[config.mk]
export PLATFORM = sky130hd
export DESIGN_NAME = pmu_sleep_ctrl
export DESIGN_NICKNAME = d
export VERILOG_FILES = /design/src/rtl/pmu_pkg.sv /design/src/rtl/pmu_wake_eval.sv /design/src/rtl/pmu_stab_timer.sv /design/src/rtl/pmu_mode_fsm.sv /design/src/rtl/pmu_sleep_ctrl.sv
export SDC_FILE = /design/constraint.sdc
export NUM_CORES = 1
export LEC_CHECK = 0
export BUFFER_PORTS_ARGS = -buffer_cell sky130_fd_sc_hd__clkbuf_2
export CORE_MARGIN = 1
export CORE_UTILIZATION = 40
export DETAILED_ROUTE_END_ITERATION = 10
export PLACE_DENSITY = 0.67
export RECOVER_POWER = 50
export SLEW_MARGIN = 5
export SYNTH_ARGS = -nofsm -noshare
export SYNTH_HDL_FRONTEND = slang
export SYNTH_HIERARCHICAL = 1
export SYNTH_SLANG_ARGS = --single-unit
[constraint.sdc]
create_clock -name clk_i -period 3.54 [get_ports clk_i]
set_input_delay 0.354 -clock clk_i [delete_from_list [all_inputs] [get_ports clk_i]]
set_output_delay 0.354 -clock clk_i [all_outputs]
set_load 0.02 [all_outputs]
[src/rtl/pmu_pkg.sv]
package pmu_pkg;

   typedef enum logic [1:0] {
      PM_RUN  = 2'd0,
      PM_IDLE = 2'd1,
      PM_DOWN = 2'd2,
      PM_STAB = 2'd3
   } pm_mode_e;

   localparam int unsigned REG_W   = 8;
   localparam int unsigned BIT_IDL = 0;
   localparam int unsigned BIT_PD  = 1;
   localparam int unsigned FLAG_LO = 2;

endpackage

[src/rtl/pmu_wake_eval.sv]
module pmu_wake_eval #(
   parameter int unsigned N_SRC   = 4,
   parameter int unsigned PRIO_W  = 2,
   parameter int unsigned BOD_IDX = 0
) (
   input  logic [N_SRC-1:0]        irq_req_i,
   input  logic [N_SRC-1:0]        irq_en_i,
   input  logic [N_SRC*PRIO_W-1:0] irq_prio_i,
   input  logic                    svc_active_i,
   input  logic [PRIO_W-1:0]       svc_prio_i,
   input  logic                    bod_off_i,
   input  logic                    bod_as_irq_i,
   output logic                    any_req_o,
   output logic                    any_beat_o
);

   logic [N_SRC-1:0] qual;
   logic [N_SRC-1:0] beat;

   for (genvar i = 0; i < N_SRC; i++) begin : g_src
      logic gate;
      logic [PRIO_W-1:0] prio;
      if (i == BOD_IDX) begin : g_bod
         assign gate = !bod_off_i && bod_as_irq_i;
      end else begin : g_plain
         assign gate = 1'b1;
      end
      assign prio    = irq_prio_i[i*PRIO_W +: PRIO_W];
      assign qual[i] = irq_req_i[i] && irq_en_i[i] && gate;
      assign beat[i] = qual[i] && (!svc_active_i || (prio > svc_prio_i));
   end

   assign any_req_o  = |qual;
   assign any_beat_o = |beat;

endmodule

[src/rtl/pmu_stab_timer.sv]
module pmu_stab_timer #(
   parameter int unsigned XTAL_CYC = 1024,
   parameter int unsigned RC_CYC   = 256
) (
   input  logic clk_i,
   input  logic rst_ni,
   input  logic start_i,
   input  logic run_i,
   input  logic xtal_i,
   output logic done_o
);

   localparam int unsigned MAX_CYC = (XTAL_CYC > RC_CYC) ? XTAL_CYC : RC_CYC;
   localparam int unsigned CW      = $clog2(MAX_CYC);
   localparam logic [CW-1:0] XT_LAST = CW'(XTAL_CYC - 1);
   localparam logic [CW-1:0] RC_LAST = CW'(RC_CYC - 1);

   logic [CW-1:0] cnt_q;
   logic          xtal_q;
   logic [CW-1:0] last;

   assign last   = xtal_q ? XT_LAST : RC_LAST;
   assign done_o = run_i && (cnt_q == last);

   always_ff @(posedge clk_i or negedge rst_ni) begin
      if (!rst_ni) begin
         cnt_q  <= '0;
         xtal_q <= 1'b1;
      end else if (start_i) begin
         cnt_q  <= '0;
         xtal_q <= xtal_i;
      end else if (run_i) begin
         cnt_q <= done_o ? '0 : cnt_q + 1'b1;
      end
   end

endmodule

[src/rtl/pmu_mode_fsm.sv]
module pmu_mode_fsm
   import pmu_pkg::*;
(
   input  logic             clk_i,
   input  logic             rst_ni,
   input  logic             wr_en_i,
   input  logic [REG_W-1:0] wr_data_i,
   input  logic             idle_wake_i,
   input  logic             pd_wake_i,
   input  logic             stab_done_i,
   output pm_mode_e         mode_o,
   output logic [REG_W-1:0] rd_data_o
);

   localparam int unsigned FW = REG_W - FLAG_LO;

   pm_mode_e      mode_q;
   logic [FW-1:0] flags_q;

   always_ff @(posedge clk_i or negedge rst_ni) begin
      if (!rst_ni) begin
         mode_q  <= PM_RUN;
         flags_q <= '0;
      end else begin
         unique case (mode_q)
            PM_RUN: if (wr_en_i) begin
               flags_q <= wr_data_i[REG_W-1:FLAG_LO];
               if (wr_data_i[BIT_PD])       mode_q <= PM_DOWN;
               else if (wr_data_i[BIT_IDL]) mode_q <= PM_IDLE;
            end
            PM_IDLE: if (idle_wake_i) mode_q <= PM_RUN;
            PM_DOWN: if (pd_wake_i)   mode_q <= PM_STAB;
            PM_STAB: if (stab_done_i) mode_q <= PM_RUN;
            default: mode_q <= PM_RUN;
         endcase
      end
   end

   assign mode_o    = mode_q;
   assign rd_data_o = {flags_q, (mode_q == PM_DOWN), (mode_q == PM_IDLE)};

endmodule

[src/rtl/pmu_sleep_ctrl.sv]
module pmu_sleep_ctrl
   import pmu_pkg::*;
#(
   parameter int unsigned N_SRC    = 4,
   parameter int unsigned PRIO_W   = 2,
   parameter int unsigned BOD_IDX  = 0,
   parameter int unsigned XTAL_CYC = 1024,
   parameter int unsigned RC_CYC   = 256
) (
   input  logic                    clk_i,
   input  logic                    rst_ni,
   input  logic                    wr_en_i,
   input  logic [7:0]              wr_data_i,
   output logic [7:0]              rd_data_o,
   input  logic [N_SRC-1:0]        irq_req_i,
   input  logic [N_SRC-1:0]        irq_en_i,
   input  logic [N_SRC*PRIO_W-1:0] irq_prio_i,
   input  logic                    svc_active_i,
   input  logic [PRIO_W-1:0]       svc_prio_i,
   input  logic                    bod_off_i,
   input  logic                    bod_as_irq_i,
   input  logic                    clk_src_xtal_i,
   output logic                    cpu_clk_en_o,
   output logic                    osc_en_o,
   output logic                    wake_done_o
);

   if (N_SRC < 1 || PRIO_W < 1) begin : g_bad_src
      $error("pmu_sleep_ctrl: N_SRC and PRIO_W must be at least 1");
   end
   if (BOD_IDX >= N_SRC) begin : g_bad_bod
      $error("pmu_sleep_ctrl: BOD_IDX must index an existing source");
   end
   if (XTAL_CYC < 2 || RC_CYC < 2) begin : g_bad_cyc
      $error("pmu_sleep_ctrl: stabilization counts must be at least 2");
   end

   logic     any_req, any_beat, stab_done;
   pm_mode_e mode;

   pmu_wake_eval #(.N_SRC(N_SRC), .PRIO_W(PRIO_W), .BOD_IDX(BOD_IDX)) u_wake (
      .irq_req_i    (irq_req_i),
      .irq_en_i     (irq_en_i),
      .irq_prio_i   (irq_prio_i),
      .svc_active_i (svc_active_i),
      .svc_prio_i   (svc_prio_i),
      .bod_off_i    (bod_off_i),
      .bod_as_irq_i (bod_as_irq_i),
      .any_req_o    (any_req),
      .any_beat_o   (any_beat)
   );

   pmu_mode_fsm u_fsm (
      .clk_i       (clk_i),
      .rst_ni      (rst_ni),
      .wr_en_i     (wr_en_i),
      .wr_data_i   (wr_data_i),
      .idle_wake_i (any_req),
      .pd_wake_i   (any_beat),
      .stab_done_i (stab_done),
      .mode_o      (mode),
      .rd_data_o   (rd_data_o)
   );

   pmu_stab_timer #(.XTAL_CYC(XTAL_CYC), .RC_CYC(RC_CYC)) u_stab (
      .clk_i   (clk_i),
      .rst_ni  (rst_ni),
      .start_i ((mode == PM_DOWN) && any_beat),
      .run_i   (mode == PM_STAB),
      .xtal_i  (clk_src_xtal_i),
      .done_o  (stab_done)
   );

   assign cpu_clk_en_o = (mode == PM_RUN);
   assign osc_en_o     = (mode != PM_DOWN);
   assign wake_done_o  = stab_done;

endmodule

# Word-level counts from Yosys, hierarchy flattened

Index checks and enable logic that the tools add are counted.

Add/subtract/negate cells: 1
Order comparisons: 4
Eq/ne operators: 10
Multiplexer cells: 11
Reductions and logical operators: 24

Operator list:

| cell                                                            | number |
|---|---|
| 10-bit two-way mux                                              | 4 |
| 1-bit logical AND                                               | 12 |
| 2-bit two-way mux                                               | 6 |
| 10-bit by 1-bit adder with 10-bit output, second input constant | 1 |
| 10-bit == test                                                  | 1 |
| 2-bit > comparator                                              | 4 |
| 2-bit case mux with 4 select lines                              | 1 |
| 4-bit OR reduction                                              | 2 |
| 2-bit != test, second input constant                            | 3 |
| 5-bit AND reduction                                             | 1 |
| 2-bit == test, second input constant                            | 2 |
| 1-bit logical OR                                                | 4 |
| 2-bit by 1-bit != test with 1-bit output, second input constant | 2 |
| 3-bit != test, second input constant                            | 1 |
| 2-bit by 1-bit == test with 1-bit output, second input constant | 1 |
| 1-bit logical NOT                                               | 2 |
| 2-bit logical NOT                                               | 1 |
| 2-bit AND reduction                                             | 1 |
| 2-bit nonzero test                                              | 1 |

Register bits after elaboration: 19
Bits of input ports: 33
Output and inout port bits: 11
Word-level logic and storage cells: 54

# Logic depth before layout (Yosys ltp)

Word-level depth: 7
Depth in mapped cells: 11
Gate-level depth less buffers: 11

# Hierarchy

The synthesis kept the hierarchy.

Modules (own cells, without submodules):

| module         | instances | cells each | area an instance (µm²) | sequential area each (µm²) |
|---|---|---|---|---|
| pmu_stab_timer | 1         | 61         | 600.6                  | 276.5 |
| pmu_mode_fsm   | 1         | 25         | 345.3                  | 200.2 |
| pmu_wake_eval  | 1         | 35         | 232.7                  | 0.0 |
| pmu_sleep_ctrl | 1         | 4          | 26.3                   | 0.0 |

# Least setup slack after synthesis

Ideal clock, no wire load.

Kind: in2reg
From: in svc_prio_i[1]
To: reg u_stab.cnt_q[9]
Arrival time: 2.373 ns
Required time: 3.466 ns
Slack: 1.093 ns
Cell stages on the path: 11
Cells stage by stage: inv_1 ha_1 nor2b_1 o21ai_1 a21oi_1 or4_1 and3b_1 o2111ai_4 o21ai_0 a21o_1 a21oi_2

Longest elaborated chain between the ends: 6

Ends and longest elaborated chain:

| what                                                     | RTL line             | source |
|---|---|---|
| start, declared                                          | pmu_sleep_ctrl.sv:19 | `input logic [PRIO_W-1:0] svc_prio_i,` |
| 2-bit > comparator                                       | pmu_wake_eval.sv:30  | `assign beat[i] = qual[i] && (!svc_active_i \|\| (prio > svc_prio_i));` |
| 1-bit logical OR                                         | pmu_wake_eval.sv:30  |  |
| 1-bit logical AND                                        | pmu_wake_eval.sv:30  |  |
| 4-bit OR reduction (*)                                   | pmu_wake_eval.sv:34  | `assign any_beat_o = \|beat;` |
| net any_beat                                             | pmu_sleep_ctrl.sv:38 | `logic any_req, any_beat, stab_done;` |
| 1-bit logical AND (*)                                    | pmu_sleep_ctrl.sv:68 | `.start_i ((mode == PM_DOWN) && any_beat),` |
| 10-bit two-way mux or 2-bit nonzero test (tied branches) | -                    |  |
| end signal, assigned                                     | pmu_stab_timer.sv:33 | `cnt_q <= done_o ? '0 : cnt_q + 1'b1;` |
| end, declared                                            | pmu_stab_timer.sv:18 | `logic [CW-1:0] cnt_q;` |

The timed path passes the listed nets; every way through them passes the cells marked *.
A chain may end at the register's enable or synchronous reset.

# Worst setup path in the final report

Same ends and word-level chain as after synthesis.

==> results.json <==
{
  "status": "finished with violations",
  "violations": "design-rule violations",
  "cts_setup_buffers": 0,
  "crit_buf_inv": 2,
  "dp.cells": 198,
  "path_clk_slew_ns": 0.11,
  "die_h_um": 56.89,
  "p_comb_share_pct": 38.7,
  "max-cap-violations": 0,
  "p_leak_nw": 0.7249,
  "critical_path_class": "in -> reg",
  "ant_nets": 0,
  "die_w_um": 56.89,
  "cts.sinks": 19,
  "antenna_cells": 0,
  "skew_ns": 0.008596,
  "min_from": "wr_data_i[7]",
  "pre_cts_ws_ns": 0.5811,
  "cp_top_family": "simple AND/OR/NAND/NOR gates",
  "crit_chain": "clkbuf_2 -> inv_1 -> ha_1 -> nor2b_1 -> o21ai_1 -> a21oi_1 -> or4_1 -> and3b_1 -> o2111ai_4 -> o21ai_0 -> a21o_1 -> a21oi_2",
  "seqPwrFrac_pct": 47.5,
  "drc_errors": 3,
  "fillers": 266,
  "max_freq_ghz": 0.3817,
  "tightest_slew_ns": 1.049,
  "clk-insertion-delay-late_ns": 0.30,
  "row_count": 19,
  "initial_core_util_pct": 42.95,
  "rsz0062_at_grt": "no",
  "cts_tree": "built",
  "yosysWarnings": 6,
  "cts_buffers": 3,
  "crit_required_ns": 3.77,
  "cts.hold.buffers_added": 1,
  "cp-end-kind": "flip-flop",
  "dpl_cell_area_um2": 1455,
  "die-area_um2": 3236,
  "yosysTopAreaCell": "dfrtp_1",
  "synth_edf_count": 0,
  "grt_first_pass_wirelength_um": 3974,
  "vias_per_cell": 5.202,
  "wl_per_cell_um": 12.33,
  "first_iter_violations": 26,
  "grt_start_max_net_pins": 20,
  "power_mw": 0.7813,
  "drive_above_1_share_pct": 31.40,
  "synth_area_per_cell_um2": 9.639,
  "worst_hold_slack_ns": 0.2790,
  "root_buffer": "clkbuf_4",
  "fin_crit_sh_pct": 74.00,
  "synthFlopType": "dfrtp_1",
  "min_to": "u_fsm/flags_q[5]$_DFFE_PN0P_",
  "swShare_pct": 39.19,
  "syn_inst": 125,
  "reg2reg_from": "u_fsm/mode_o[0]$_DFFE_PN0P_",
  "whs_path_depth": 2,
  "fin_util_pct": 52.90,
  "max_stage_delay_ns": 0.53,
  "overflow": 0,
  "cts_resized": 0,
  "core-area_um2": 2805,
  "worst_ep_arrival_time_ns": 2.85,
  "maxSlewHeadroom_pct": 30.09,
  "dr.pass1.iters": 7,
  "grt_pass1_vias": 946,
  "cts_buffer_depth": 2,
  "power_switching_mw": 0.3062,
  "crit_slowest_cell": "or4_1",
  "p_clk_share_pct": 13.8,
  "r2r_cells": 5,
  "io_buffers": 43,
  "area_delta_synth_final_pct": 23.16,
  "htree_num_levels": 1,
  "min_period_ns": 2.620,
  "routed_wl_um": 2502,
  "crit_path_max_fanout": 14,
  "stdcell_count": 203,
  "layout_setup_ws_ns": 0.9203,
  "synthDistinctLibCells": 35,
  "setup_viol": 0,
  "r2r-end": "u_stab/cnt_q[9]$_DFFE_PN0P_",
  "antenna_found_initial": 0,
  "synth_top_area_share_pct": 37.38,
  "finalHoldViolations": 0,
  "gp_congestion": 0.7599,
  "synth.cell_area_um2": 1205,
  "synth.area.top_cells": "dfrtp_1 (37%), ha_1 (9.3%), mux2_2 (6.5%), nand2_1 (4.7%), a21oi_1 (3.7%)",
  "worstSetupStartpointType": "input pin",
  "grtUsageTotal_pct": 15.75,
  "layout.nets": 215,
  "fin_tns_setup_ns": 0,
  "synth_seq_cells": 19,
  "worst-path-stages": 12,
  "hpwlAfterDp_um": 1957,
  "hp-class": "in -> reg",
  "synth_nets": 167,
  "stdcell_area_um2": 1484,
  "vias": 1056,
  "final-max-slew-violation-count": 0,
  "r2r_slack_ns": 1.35,
  "peakVddDrop_uv": 313.3,
  "ys_seq_area_share_pct": 39.56,
  "power_density_nw_per_um2": 526.5,
  "num_io_pins": 44,
  "p_int_mw": 0.4751,
  "synth-async-reset-ratio_pct": 100.0
}
[state kept, by name, summed over array words and instances (netlist names)]
| signal | cells |
|---|---|
| u_fsm/flags_q | 6 |
| u_fsm/mode_o | 2 |
| u_stab/cnt_q | 10 |
| u_stab/xtal_q | 1 |
[power groups by stage]
| stage | Sequential [mW] | Combinational [mW] | Clock (mW) |
|---|---|---|---|
| final | 0.371 | 0.302 | 0.108 |
| after global routing | 0.383 | 0.335 | 0.120 |
| after CTS | 0.372 | 0.313 | 0.113 |
| after detailed placement | 0.377 | 0.311 | 0 |
| after global placement | 0.372 | 0.302 | 0 |
| after floorplan | 0.407 | 0.175 | 0 |
[cells in the mapped netlist (4+ instances only)]
cell and number:
dfrtp_1 18, mux2_2 7, inv_1 7, ha_1 9, nand2_1 15, nor2b_1 7
o21ai_0 6, nor3_1 4, xor2_1 4, a21oi_1 9, nor2_1 6
[layout make-up]
type / instances / area, µm² / share of cell area [%]
sequential: 19 / 476.7 / 32.12
tap: 31 / 38.79 / 2.614
clock buffer: 4 / 26.28 / 1.771
multi-input combinational: 98 / 698.2 / 47.05
inverter: 7 / 26.28 / 1.771
timing repair buffer: 44 / 217.7 / 14.67
[cells by family (layout without fill, tap and decap cells)]
family,after synthesis,after routing,synth area share [%]
and+or+nand+nor,54,54,25.75
AOI/OAI and AO/OA,23,23,12.67
DFF,19,19,39.56
adders and majority gates,9,9,9.346
buffers and inverters,8,55,2.492
muxes,7,7,6.542
xor gates and xnor gates,5,5,3.634
[metal layers]
metal	global-route usage [%]	vias up	part of all wire [%]
met2	26.22	33	48
li1	-	539	-
met4	4.181	0	0.84
met1	20.55	482	46
met5	0	-	0
met3	3.456	2	4.9
[placed cells by master (no fill, tap or decap), drive strengths merged, types with 2 or more instances in the layout]
master	n
nand4	3
o21ai	8
dfrtp	18
mux2	7
clkbuf	47
or4	2
xor2	4
nor2b	7
nor3	4
nor2	6
nand3	3
inv	7
nand2	15
a21oi	10
nand3b	3
ha	9
or3	2
[how the worst max path moves through the flow]
stage	slack [ns]	from	end
global route	0.74	svc_prio_i[1]	u_stab/cnt_q[9]$_DFFE_PN0P_
detailed placement	0.58	svc_prio_i[1]	u_stab/cnt_q[9]$_DFFE_PN0P_
global placement	0.71	svc_prio_i[1]	u_stab/cnt_q[6]$_DFFE_PN0P_
CTS	0.90	svc_prio_i[1]	u_stab/cnt_q[9]$_DFFE_PN0P_
finish	0.92	svc_prio_i[1]	u_stab/cnt_q[9]$_DFFE_PN0P_
floorplan	1.09	svc_prio_i[1]	u_stab/cnt_q[9]$_DFFE_PN0P_
Power figures use the tool's default switching activity.
